[config.mk]
export PLATFORM = sky130hd
export DESIGN_NAME = mw_host
export DESIGN_NICKNAME = d
export VERILOG_FILES = /design/src/rtl/mw_pkg.sv /design/src/rtl/mw_frame.sv /design/src/rtl/mw_half_timer.sv /design/src/rtl/mw_word_deser.sv /design/src/rtl/mw_host.sv
export SDC_FILE = /design/constraint.sdc
export NUM_CORES = 1
export LEC_CHECK = 0
export ABC_AREA = 1
export BUFFER_PORTS_ARGS = -buffer_cell sky130_fd_sc_hd__buf_2
export CORE_ASPECT_RATIO = 0.9
export CORE_MARGIN = 8
export CORE_UTILIZATION = 58
export DETAILED_ROUTE_END_ITERATION = 7
export PLACE_DENSITY = 0.79
export RECOVER_POWER = 100
export SYNTH_ARGS = -nofsm -noshare
export SYNTH_HDL_FRONTEND = slang
export SYNTH_SLANG_ARGS = --single-unit
export TNS_END_PERCENT = 100
[constraint.sdc]
create_clock -name clk -period 2.2 [get_ports clk]
set_input_delay 0.33 -clock clk [delete_from_list [all_inputs] [get_ports clk]]
set_output_delay 0.33 -clock clk [all_outputs]
set_load 0.005 [all_outputs]
[src/rtl/mw_pkg.sv]
package mw_pkg;
  localparam int ADDR_W  = 7;
  localparam int DATA_W  = 16;
  localparam int AF_W    = ADDR_W + 1;
  localparam int HDR_W   = 3 + AF_W;
  localparam int FRAME_W = HDR_W + DATA_W;

  typedef enum logic [2:0] {
    OP_READ  = 3'd0,
    OP_WRITE = 3'd1,
    OP_ERASE = 3'd2,
    OP_WREN  = 3'd3,
    OP_WRDIS = 3'd4,
    OP_ERALL = 3'd5,
    OP_WRALL = 3'd6
  } mw_op_e;

  typedef enum logic [2:0] {
    ST_IDLE,
    ST_SHIFT,
    ST_GAP_PROG,
    ST_POLL,
    ST_REL,
    ST_GAP_END
  } mw_state_e;

  localparam logic [1:0] OPC_EXT   = 2'b00;
  localparam logic [1:0] OPC_WRITE = 2'b01;
  localparam logic [1:0] OPC_READ  = 2'b10;
  localparam logic [1:0] OPC_ERASE = 2'b11;

  localparam logic [1:0] SEL_WREN  = 2'b11;
  localparam logic [1:0] SEL_WRDIS = 2'b00;
  localparam logic [1:0] SEL_ERALL = 2'b10;
  localparam logic [1:0] SEL_WRALL = 2'b01;
endpackage

[src/rtl/mw_frame.sv]
module mw_frame
  import mw_pkg::*;
#(
  parameter int LEN_W = 5
) (
  input  logic [2:0]         op,
  input  logic [ADDR_W-1:0]  addr,
  input  logic [DATA_W-1:0]  wdata,
  output logic [FRAME_W-1:0] frame,
  output logic [LEN_W-1:0]   len,
  output logic               is_read,
  output logic               is_prog
);
  logic [1:0]      opc;
  logic [AF_W-1:0] afield;
  logic            with_data;

  always_comb begin
    opc       = OPC_EXT;
    afield    = '0;
    with_data = 1'b0;
    is_read   = 1'b0;
    is_prog   = 1'b0;
    case (op)
      OP_READ: begin
        opc     = OPC_READ;
        afield  = {1'b0, addr};
        is_read = 1'b1;
      end
      OP_WRITE: begin
        opc       = OPC_WRITE;
        afield    = {1'b0, addr};
        with_data = 1'b1;
        is_prog   = 1'b1;
      end
      OP_ERASE: begin
        opc     = OPC_ERASE;
        afield  = {1'b0, addr};
        is_prog = 1'b1;
      end
      OP_WREN: afield = {SEL_WREN, {(AF_W-2){1'b0}}};
      OP_ERALL: begin
        afield  = {SEL_ERALL, {(AF_W-2){1'b0}}};
        is_prog = 1'b1;
      end
      OP_WRALL: begin
        afield    = {SEL_WRALL, {(AF_W-2){1'b0}}};
        with_data = 1'b1;
        is_prog   = 1'b1;
      end
      default: afield = {SEL_WRDIS, {(AF_W-2){1'b0}}};
    endcase
    frame = {1'b1, opc, afield, (with_data ? wdata : {DATA_W{1'b0}})};
    len   = with_data ? LEN_W'(FRAME_W) : LEN_W'(HDR_W);
  end
endmodule

[src/rtl/mw_half_timer.sv]
module mw_half_timer #(
  parameter int HALF_CYC = 4
) (
  input  logic clk,
  input  logic rst_n,
  input  logic run,
  output logic tick
);
  localparam int W = $clog2(HALF_CYC + 1);
  logic [W-1:0] cnt_q;

  assign tick = run && (cnt_q == W'(HALF_CYC - 1));

  always_ff @(posedge clk) begin
    if (!rst_n || !run) cnt_q <= '0;
    else if (tick)      cnt_q <= '0;
    else                cnt_q <= cnt_q + W'(1);
  end

  // one tick per half period, never back to back
  a_r7_tick_spacing: assert property (@(posedge clk) disable iff (!rst_n)
    tick |=> !tick);
endmodule

[src/rtl/mw_word_deser.sv]
module mw_word_deser #(
  parameter int DATA_W = 16
) (
  input  logic              clk,
  input  logic              rst_n,
  input  logic              start,
  input  logic              sample,
  input  logic              bit_in,
  output logic              word_valid,
  output logic [DATA_W-1:0] word_data
);
  localparam int CW = $clog2(DATA_W);
  logic [DATA_W-1:0] sr_q;
  logic [CW-1:0]     cnt_q;
  logic              skip_q;
  logic [DATA_W-1:0] next_sr;

  assign next_sr = {sr_q[DATA_W-2:0], bit_in};

  always_ff @(posedge clk) begin
    if (!rst_n) begin
      sr_q       <= '0;
      cnt_q      <= '0;
      skip_q     <= 1'b0;
      word_valid <= 1'b0;
      word_data  <= '0;
    end else if (start) begin
      cnt_q      <= '0;
      skip_q     <= 1'b1;
      word_valid <= 1'b0;
    end else begin
      word_valid <= 1'b0;
      if (sample) begin
        if (skip_q) skip_q <= 1'b0;
        else begin
          sr_q <= next_sr;
          if (cnt_q == CW'(DATA_W - 1)) begin
            cnt_q      <= '0;
            word_valid <= 1'b1;
            word_data  <= next_sr;
          end else begin
            cnt_q <= cnt_q + CW'(1);
          end
        end
      end
    end
  end

  // every word strobe lasts a single cycle
  a_r6_valid_one_cycle: assert property (@(posedge clk) disable iff (!rst_n)
    word_valid |=> !word_valid);
endmodule

[src/rtl/mw_host.sv]
module mw_host
  import mw_pkg::*;
#(
  parameter int HALF_CYC  = 4,
  parameter int CSMIN_CYC = 8,
  parameter int POLL_MAX  = 1024,
  parameter int CNT_W     = 8
) (
  input  logic              clk,
  input  logic              rst_n,
  input  logic              cmd_valid,
  output logic              cmd_ready,
  input  logic [2:0]        cmd_op,
  input  logic [ADDR_W-1:0] cmd_addr,
  input  logic [DATA_W-1:0] cmd_wdata,
  input  logic [CNT_W-1:0]  cmd_count,
  output logic              rd_valid,
  output logic [DATA_W-1:0] rd_data,
  output logic              err_timeout,
  output logic              mw_cs,
  output logic              mw_sk,
  output logic              mw_di,
  input  logic              mw_do
);
  localparam int TXC_W = $clog2(FRAME_W + 1);
  localparam int RXC_W = $clog2(DATA_W * (2 ** CNT_W) + 2);
  localparam int GAP_W = $clog2(CSMIN_CYC + 1);
  localparam int PC_W  = $clog2(POLL_MAX + 1);

  mw_state_e          state_q;
  logic [FRAME_W-1:0] tx_q, f_bits;
  logic [TXC_W-1:0]   tx_left_q, f_len;
  logic [RXC_W-1:0]   rx_left_q, rx_total;
  logic [GAP_W-1:0]   gap_q;
  logic [PC_W-1:0]    poll_q;
  logic [CNT_W-1:0]   words;
  logic sk_q, cs_q, prog_q, rd_q, err_q;
  logic f_rd, f_prog, tick, tmr_run, accept, last_bit, rx_sample;

  mw_frame #(.LEN_W(TXC_W)) u_frame (
    .op(cmd_op), .addr(cmd_addr), .wdata(cmd_wdata),
    .frame(f_bits), .len(f_len), .is_read(f_rd), .is_prog(f_prog)
  );

  assign tmr_run = (state_q == ST_SHIFT) || (state_q == ST_POLL) || (state_q == ST_REL);

  mw_half_timer #(.HALF_CYC(HALF_CYC)) u_timer (
    .clk(clk), .rst_n(rst_n), .run(tmr_run), .tick(tick)
  );

  assign cmd_ready = (state_q == ST_IDLE);
  assign accept    = cmd_valid && cmd_ready;
  assign words     = (cmd_count == '0) ? CNT_W'(1) : cmd_count;
  assign rx_total  = RXC_W'(1) + RXC_W'(DATA_W) * RXC_W'(words);
  assign last_bit  = ((tx_left_q == TXC_W'(1)) && (rx_left_q == '0)) ||
                     ((tx_left_q == '0) && (rx_left_q == RXC_W'(1)));
  assign rx_sample = (state_q == ST_SHIFT) && tick && !sk_q && rd_q &&
                     (tx_left_q == '0) && (rx_left_q != '0);

  mw_word_deser #(.DATA_W(DATA_W)) u_deser (
    .clk(clk), .rst_n(rst_n), .start(accept && f_rd), .sample(rx_sample),
    .bit_in(mw_do), .word_valid(rd_valid), .word_data(rd_data)
  );

  always_ff @(posedge clk) begin
    if (!rst_n) begin
      state_q   <= ST_IDLE;
      tx_q      <= '0;
      tx_left_q <= '0;
      rx_left_q <= '0;
      gap_q     <= '0;
      poll_q    <= '0;
      sk_q      <= 1'b0;
      cs_q      <= 1'b0;
      prog_q    <= 1'b0;
      rd_q      <= 1'b0;
      err_q     <= 1'b0;
    end else begin
      case (state_q)
        ST_IDLE: if (accept) begin
          tx_q      <= f_bits;
          tx_left_q <= f_len;
          rx_left_q <= f_rd ? rx_total : '0;
          prog_q    <= f_prog;
          rd_q      <= f_rd;
          err_q     <= 1'b0;
          cs_q      <= 1'b1;
          sk_q      <= 1'b0;
          state_q   <= ST_SHIFT;
        end
        ST_SHIFT: if (tick) begin
          if (!sk_q) sk_q <= 1'b1;
          else begin
            sk_q <= 1'b0;
            tx_q <= tx_q << 1;
            if (tx_left_q != '0) tx_left_q <= tx_left_q - TXC_W'(1);
            else                 rx_left_q <= rx_left_q - RXC_W'(1);
            if (last_bit) begin
              cs_q    <= 1'b0;
              gap_q   <= '0;
              state_q <= prog_q ? ST_GAP_PROG : ST_GAP_END;
            end
          end
        end
        ST_GAP_PROG: begin
          if (gap_q == GAP_W'(CSMIN_CYC - 1)) begin
            cs_q    <= 1'b1;
            poll_q  <= '0;
            state_q <= ST_POLL;
          end else gap_q <= gap_q + GAP_W'(1);
        end
        ST_POLL: if (tick) begin
          if (mw_do) begin
            tx_q    <= {1'b1, {(FRAME_W-1){1'b0}}};
            state_q <= ST_REL;
          end else if (poll_q == PC_W'(POLL_MAX - 1)) begin
            err_q   <= 1'b1;
            cs_q    <= 1'b0;
            gap_q   <= '0;
            state_q <= ST_GAP_END;
          end else poll_q <= poll_q + PC_W'(1);
        end
        ST_REL: if (tick) begin
          if (!sk_q) sk_q <= 1'b1;
          else begin
            sk_q    <= 1'b0;
            tx_q    <= '0;
            cs_q    <= 1'b0;
            gap_q   <= '0;
            state_q <= ST_GAP_END;
          end
        end
        ST_GAP_END: begin
          if (gap_q == GAP_W'(CSMIN_CYC - 1)) state_q <= ST_IDLE;
          else gap_q <= gap_q + GAP_W'(1);
        end
        default: state_q <= ST_IDLE;
      endcase
    end
  end

  assign mw_cs       = cs_q;
  assign mw_sk       = sk_q;
  assign mw_di       = tx_q[FRAME_W-1];
  assign err_timeout = err_q;

  // clock only pulses inside a select session
  a_r7_sk_only_with_cs: assert property (@(posedge clk) disable iff (!rst_n)
    mw_sk |-> mw_cs);
  // data line held across each rising clock edge
  a_r3_di_stable_at_rise: assert property (@(posedge clk) disable iff (!rst_n)
    $rose(mw_sk) |-> $stable(mw_di));
  // idle controller never holds select
  a_r2_no_cs_when_ready: assert property (@(posedge clk) disable iff (!rst_n)
    cmd_ready |-> !mw_cs);
  // taking a command removes ready on the next cycle
  a_r2_ready_drops: assert property (@(posedge clk) disable iff (!rst_n)
    (cmd_valid && cmd_ready) |=> !cmd_ready);
  // a select drop is never a single-cycle glitch
  a_r8_cs_gap: assert property (@(posedge clk) disable iff (!rst_n)
    $fell(mw_cs) |=> !mw_cs);
  // timeout flag appears only with select released
  a_r10_err_with_cs_low: assert property (@(posedge clk) disable iff (!rst_n)
    $rose(err_timeout) |-> !mw_cs);
endmodule

==> flow_summary.toml, run 1 <==
[cells_and_area]
drive_gt1_frac = 0.117
area_growth_pct = 11.4
fin_nets = 855
fin_cells = 930
fillers = 806
n_antenna_cell = 0

[yosys]
synth_compound_area_frac = 0.191
syn_avg_cell_area_sq_um = 6.88
synth_mux_area_frac = 0
synth_top_area_cell = "dfxtp_1"
synth-seq-cells = 108
ys_async_sr_fraction = 0
synth_xor_area_frac = 0.0135
synth-edff-count = 0
synth-main-ff-cell = "dfxtp_1"
synth_top_cell_area_share = 0.416
synth_fa_ha_area_frac = 0.0265
synth_common_cells = "nand2_1, nor2_1, dfxtp_1, a21oi_1, inv_1"
syn_inst = 755
yosysMostFrequentCell = "nand2_1"
yosysSeqAreaShare = 0.416
yosysWarnings = 0
synth.distinct_cells = 30
synthSimpleGateAreaFrac = 0.267
netlist_area_sq_mm = 0.00519
synth_top_family_by_area = "simple AND/OR/NAND/NOR gates"
yosys-top-cells-area = "dfxtp_1, nand2_1, nor2_1, a21oi_1, o21ai_0"
synth_nets = 804

[critical_path]
path_buf_inv = 3
cp.arrival_ns = 2.26
crit_path_max_incr_delay_ns = 0.38
path_depth = 11
cp_slowest_cell = "dfxtp_2"
critPathKind = "flip-flop to flip-flop"
crit_start = "state_q[1]"
reg2reg_from = "state_q[1]"
endpoint = "tx_left_q[3]"
rrSetupSlack_ns = 0.25
path_delay_family = "simple AND/OR/NAND/NOR gates"
cp-end-kind = "flip-flop"
cp_cell_sequence = "inv_2, nand2_1, nor2_1, inv_1, nor2_1, inv_1, nand2_2, nand2_1, nor2_1, nor2_1, a21oi_1"
start_kind = "flip-flop"
crit_required_ns = 2.51
critPathMaxFanout = 7
r2r_cells = 11
r2r_end = "tx_left_q[3]"
critPathMostFrequentCell = "nor2_1"

[route]
drc = 0
viasPerCell = 5.27
drt_iter0_drc = 292
wirelength_mm = 12.0
dr_total_vias = 4903
ant_nets = 0
drtPass1Iterations = 5
routedWlPerCell_microns = 12.9

[run_status]
outcome = "finished clean"

[sta]
min_period_over_period = 0.884
slew_headroom = 0.627
finalSetupViolations = 0
fmax_ghz = 0.514
setup_slack_ns = 0.255
hold_violations = 0
tightest_slew_ns = 0.559
fin_skew_ns = 0.00949
final.min_clock_period_ns = 1.95
slew_viol_final = 0
setup_tns_ns = 0

[pwr]
swShare = 0.415
power.share.clock = 0.188
p_int_uw = 3950
pwr-share-seq = 0.405
fin_total_pwr_uw = 6750
combPwrFrac = 0.407
switching_power_uw = 2800
irDropWorstVdd_mv = 0.652
power.density_mw_per_mm2 = 1170
p_leak_uw = 0.00268

[place]
hpwl_mm = 8.62
post-place-cells = 914
preCtsSetupSlack_ns = 0.190
port_buffers = 59
gp_congestion = 0.890

[clock_network]
cts_buffer_depth = 2
clock_latency_ns = 0.37
cts.htree.levels = 3
clk_root_buffer_cell = "clkbuf_8"
cts_tree = "done"
clkSlewWorstSetupHoldPaths_ns = 0.10
cts.sinks = 108
cts_inserted_buffers = 9
cts_hold_buf = 0

[die]
row_count = 32
fp.coreArea_sq_mm = 0.00865
die_y_microns = 106
ios = 60
dieArea_sq_mm = 0.0122
die_w_microns = 116
start_util = 0.601

[grt]
overflow = 0
antenna_found_initial = 0
grt_pass1_vias = 4743
grt_max_degree = 57
grt_pass1_wl_mm = 20.9
track_usage = 0.204

[min_path]
hp-class = "input port to flip-flop"

[job]
max_cap_violations = 0
## final cells by class
class | instances | area (sq um) | share of cell area
sequential | 108 | 2160 | 0.374
inverter | 80 | 300 | 0.0519
clock buffer | 11 | 141 | 0.0244
timing repair buffer | 70 | 377 | 0.0651
clock inverter | 5 | 66.3 | 0.0115
tap | 119 | 149 | 0.0257
multi-input combinational | 537 | 2590 | 0.447
## kinds of logic after synthesis
group           after synthesis
fa+ha+maj                    11
compound gates              182
simple gates                336
buf+inv                     110
flops                       108
xor+xnor                      8
## stage by stage
stage               cell area [sq um]  hold WS [ns]   util
global route                     5790         0.236  0.669
finish                           5790         0.242  0.669
CTS                              5800         0.218  0.670
detailed placement               5590         0.417  0.646
floorplan                        5190         0.399      -
global placement                 5590         0.406  0.646
## power by group through the flow
| stage | registers [uW] | clock network [uW] | logic, uW |
|---|---|---|---|
| 2_1_floorplan | 2680 | 0 | 2120 |
| 3_3_place_gp | 2730 | 0 | 2640 |
| 3_5_place_dp | 2760 | 0 | 2740 |
| 4_1_cts | 2720 | 1290 | 2750 |
| 5_1_grt | 2780 | 1370 | 3160 |
| 6_report | 2730 | 1270 | 2750 |
## per-layer routing
| metal | wire length (microns) | vias up | track usage |
|---|---|---|---|
| met4 | 131 | 0 | 0.0611 |
| li1 | - | 2574 | - |
| met5 | 0 | - | 0 |
| met2 | 5830 | 83 | 0.349 |
| met1 | 5680 | 2234 | 0.251 |
| met3 | 395 | 12 | 0.0411 |
## cell usage in the layout (no fill, tap or decap), types with 3 or more instances in the layout
master    count
a21oi_1      78
a22oi_1      17
a31oi_1       4
a32oi_1       7
buf_2        47
buf_4         8
clkbuf_1     13
clkbuf_8     10
dfxtp_1     106
ha_1         11
inv_1        72
inv_2         8
nand2_1     138
nand2_2       3
nand3_1      35
nand4_1      10
nor2_1      133
nor3_1        7
o21ai_0      65
o21ai_1       9
xnor2_1       5
xor2_1        3
## flip-flops by register name, summed over array words and instances, names as in the netlist, 3 cells and up
signal and flops:
u_deser.word_data 16, tx_q 27, rx_left_q 13, tx_left_q 5, u_deser.cnt_q 4, poll_q 11, u_deser.sr_q 15, u_timer.cnt_q 3
state_q 3, gap_q 4
## how the worst min path moves through the flow
stage	start	to	slack, ns	cells past startpoint
final	cmd_wdata[0]	tx_q[0]	0.24	3
after global routing	cmd_wdata[8]	tx_q[8]	0.24	3
after CTS	cmd_wdata[0]	tx_q[0]	0.22	3
after detailed placement	u_timer.cnt_q[0]	u_timer.cnt_q[0]	0.42	1
after global placement	u_timer.cnt_q[0]	u_timer.cnt_q[0]	0.41	1
after floorplan	u_timer.cnt_q[0]	u_timer.cnt_q[0]	0.40	1
## worst reg2reg max path, stage by stage (launching register included)
cell and delay (ns):
dfxtp_2 0.38, inv_2 0.11, nand2_1 0.08, nor2_1 0.23, inv_1 0.11, nor2_1 0.27, inv_1 0.19, nand2_2 0.17
nand2_1 0.09, nor2_1 0.09, nor2_1 0.04, a21oi_1 0.12
## repair_timing
action | in CTS | in global routing
endpoints found under the setup margin | 0 | 35
buffers inserted | 0 | 0
resized for setup | 0 | 4
hold endpoints to repair | 0 | 0
Note: power is estimated with default switching activity, not from simulation.
==> run 2: changes to the inputs <==
--- a/config.mk
+++ b/config.mk
@@ -9,11 +9,12 @@
 export BUFFER_PORTS_ARGS = -buffer_cell sky130_fd_sc_hd__buf_2
 export CORE_ASPECT_RATIO = 0.9
 export CORE_MARGIN = 8
-export CORE_UTILIZATION = 58
+export CORE_UTILIZATION = 59
 export DETAILED_ROUTE_END_ITERATION = 7
-export PLACE_DENSITY = 0.79
+export PLACE_DENSITY = 0.8
 export RECOVER_POWER = 100
 export SYNTH_ARGS = -nofsm -noshare
 export SYNTH_HDL_FRONTEND = slang
+export SYNTH_HIERARCHICAL = 1
 export SYNTH_SLANG_ARGS = --single-unit
 export TNS_END_PERCENT = 100
==> flow_summary.toml, run 2 <==
[critical_path]
cp_cell_sequence = "nor2_4, nand2_2, nand2_2, nor2_4, inv_2, nand2_2, inv_4, nand3_2, a211oi_4, buf_6, nand2_8, nor2_8, clkbuf_16, nand3_1, nand2_1, nor2_1"
r2r_end = "u_deser/word_data[14]"
rrSetupSlack_ns = 0.04
critPathKind = "flip-flop to flip-flop"
crit_start = "state_q[1]"
cp-end-kind = "flip-flop"
start_kind = "flip-flop"
critPathMaxFanout = 7
crit_path_max_incr_delay_ns = 0.39
cp_slowest_cell = "dfxtp_4"
crit_required_ns = 2.49
r2r_cells = 16
critPathMostFrequentCell = "nand2_2"
cp.arrival_ns = 2.45
reg2reg_from = "state_q[1]"

[die]
fp.coreArea_sq_mm = 0.00961
dieArea_sq_mm = 0.0133
die_w_microns = 121
start_util = 0.605
ios = 60
die_y_microns = 110
row_count = 34

[route]
routedWlPerCell_microns = 13.4
drtPass1Iterations = 5
drt_iter0_drc = 440
wirelength_mm = 14.2
ant_nets = 0
dr_total_vias = 5718
viasPerCell = 5.39
drc = 0

[sta]
min_period_over_period = 0.980
slew_viol_final = 0
finalSetupViolations = 0
fin_skew_ns = 0.0150
hold_violations = 0
fmax_ghz = 0.464
final.min_clock_period_ns = 2.16

[pwr]
p_leak_uw = 0.00302
irDropWorstVdd_mv = 0.738
power.density_mw_per_mm2 = 1170
fin_total_pwr_uw = 7820

[clock_network]
cts.htree.levels = 3
cts_inserted_buffers = 9
clk_root_buffer_cell = "clkbuf_8"
cts.sinks = 108
clock_latency_ns = 0.39
cts_tree = "done"
clkSlewWorstSetupHoldPaths_ns = 0.10
cts_buffer_depth = 2

[grt]
grt_pass1_wl_mm = 23.0
grt_pass1_vias = 5365
track_usage = 0.207
overflow = 0
grt_max_degree = 38
antenna_found_initial = 0

[cells_and_area]
post-route-util = 0.693
fillers = 824
final_common_cell = "nor2_1"
postLayoutCellArea_sq_mm = 0.00666
final_cell_mix = "nor2_1, nand2_1, dfxtp_1, inv_1, o21ai_0"
fin_nets = 977
multi_input_comb_area_sq_mm = 0.00314
reg_top3 = "tx_q: 27 flops, u_deser/word_data: 16 flops, u_deser/sr_q: 15 flops"
fin_cells = 1060
largest_reg_flops = 27
top_register = "tx_q"
drive_gt1_frac = 0.161
area_growth_pct = 14.4
seqCellArea_sq_mm = 0.00217

[yosys]
netlist_area_sq_mm = 0.00582
syn_inst = 858
synth_common_cells = "nor2_1, nand2_1, dfxtp_1, inv_1, o21ai_0"
synth-seq-cells = 108
synth_top_cell_area_share = 0.371
synth-main-ff-cell = "dfxtp_1"
yosysWarnings = 6
yosysMostFrequentCell = "nor2_1"
yosysSeqAreaShare = 0.371
synth-edff-count = 0
ys_async_sr_fraction = 0
synth_top_area_cell = "dfxtp_1"
syn_avg_cell_area_sq_um = 6.78
synth.distinct_cells = 40
yosys-top-cells-area = "dfxtp_1, nor2_1, nand2_1, inv_1, o21ai_0"

[min_path]
min-delay-start = "cmd_count[4]"
whs_endpoint = "rx_left_q[8]"
hp-class = "input port to flip-flop"
min_delay_path_depth = 3

[place]
placed_cell_area_sq_mm = 0.00625
port_buffers = 59
post-place-cells = 1029
hpwl_mm = 9.72
gp_congestion = 0.968

[run_status]
outcome = "finished clean"

[job]
max_cap_violations = 0
[run 2: cell count changes in the layout (fill, tap and decap cells not counted), sizes merged, moves of 4 or more]
cell,delta
a32o,+25
conb,+5
nor2,+95
a32oi,-7
a21oi,-39
a22oi,-17
nand2,-17
nor3b,+4
nand3,+6
o21ai,+13
clkbuf,+5
buf,+15
inv,+26
[run 2: cell type report]
| type | instances | area share |
|---|---|---|
| Antenna cell | 1 | 0.000376 |
| Clock buffer | 9 | 0.0186 |
| Clock inverter | 7 | 0.0111 |
| Inverter | 107 | 0.0611 |
| Multi-Input combinational cell | 610 | 0.471 |
| Sequential cell | 108 | 0.326 |
| Tap cell | 126 | 0.0237 |
| Timing Repair Buffer | 92 | 0.0877 |
[run 2: critical path: cells and delay by family, from the launching register on]
| family | cells | cell delay, ns |
|---|---|---|
| AOI/OAI and AO/OA | 1 | 0.26 |
| DFF | 1 | 0.39 |
| and+or+nand+nor | 11 | 0.93 |
| buffers and inverters | 4 | 0.47 |
[run 2: per-stage QoR]
stage                     hold slack [ns]  worst slack (ns)  TNS [ns]
after floorplan                     0.397           0.00506         0
after global placement              0.405             0.108         0
after detailed placement            0.420           -0.0225   -0.0458
after CTS                           0.223           0.00869         0
after global routing                0.237           -0.0312    -0.195
final                               0.241            0.0436         0
[run 2: worst max-delay path by stage]
stage | to | slack (ns) | cells past startpoint
floorplan | u_deser/word_data[10] | 0.005 | 15
global placement | u_deser/word_data[1] | 0.11 | 13
detailed placement | u_deser/word_data[14] | -0.02 | 13
CTS | u_deser/word_data[4] | 0.009 | 16
global route | u_deser/word_data[13] | -0.03 | 16
finish | u_deser/word_data[14] | 0.04 | 16
[run 2: kinds of logic after synthesis]
group           count (synthesis)  synth area share
flops                         108             0.371
compound gates                158             0.161
other cells                     2           0.00129
buf+inv                       144             0.108
fa+ha+maj                      11            0.0236
xor+xnor                        8            0.0120
simple gates                  427             0.323
[run 2: timing repair]
item / in CTS / in global routing
buffers inserted: 0 / 11
pin swaps: 0 / 7
cloned: 1 / 2
hold buffers: 0 / 0
gates resized for setup: 2 / 24
setup endpoints to repair: 10 / 65
[run 2: power by group]
part	internal, uW	total [uW]	switching, uW
Combinational	1390	3790	2400
Clock	533	1240	704
Sequential	2440	2790	347
[run 2: per-layer routing]
metal | GRT usage | up-vias | wire [microns]
met5 | 0 | - | 0
met4 | 0.0837 | 0 | 213
met3 | 0.0428 | 18 | 770
met2 | 0.367 | 184 | 7080
met1 | 0.241 | 2628 | 6150
li1 | - | 2888 | -
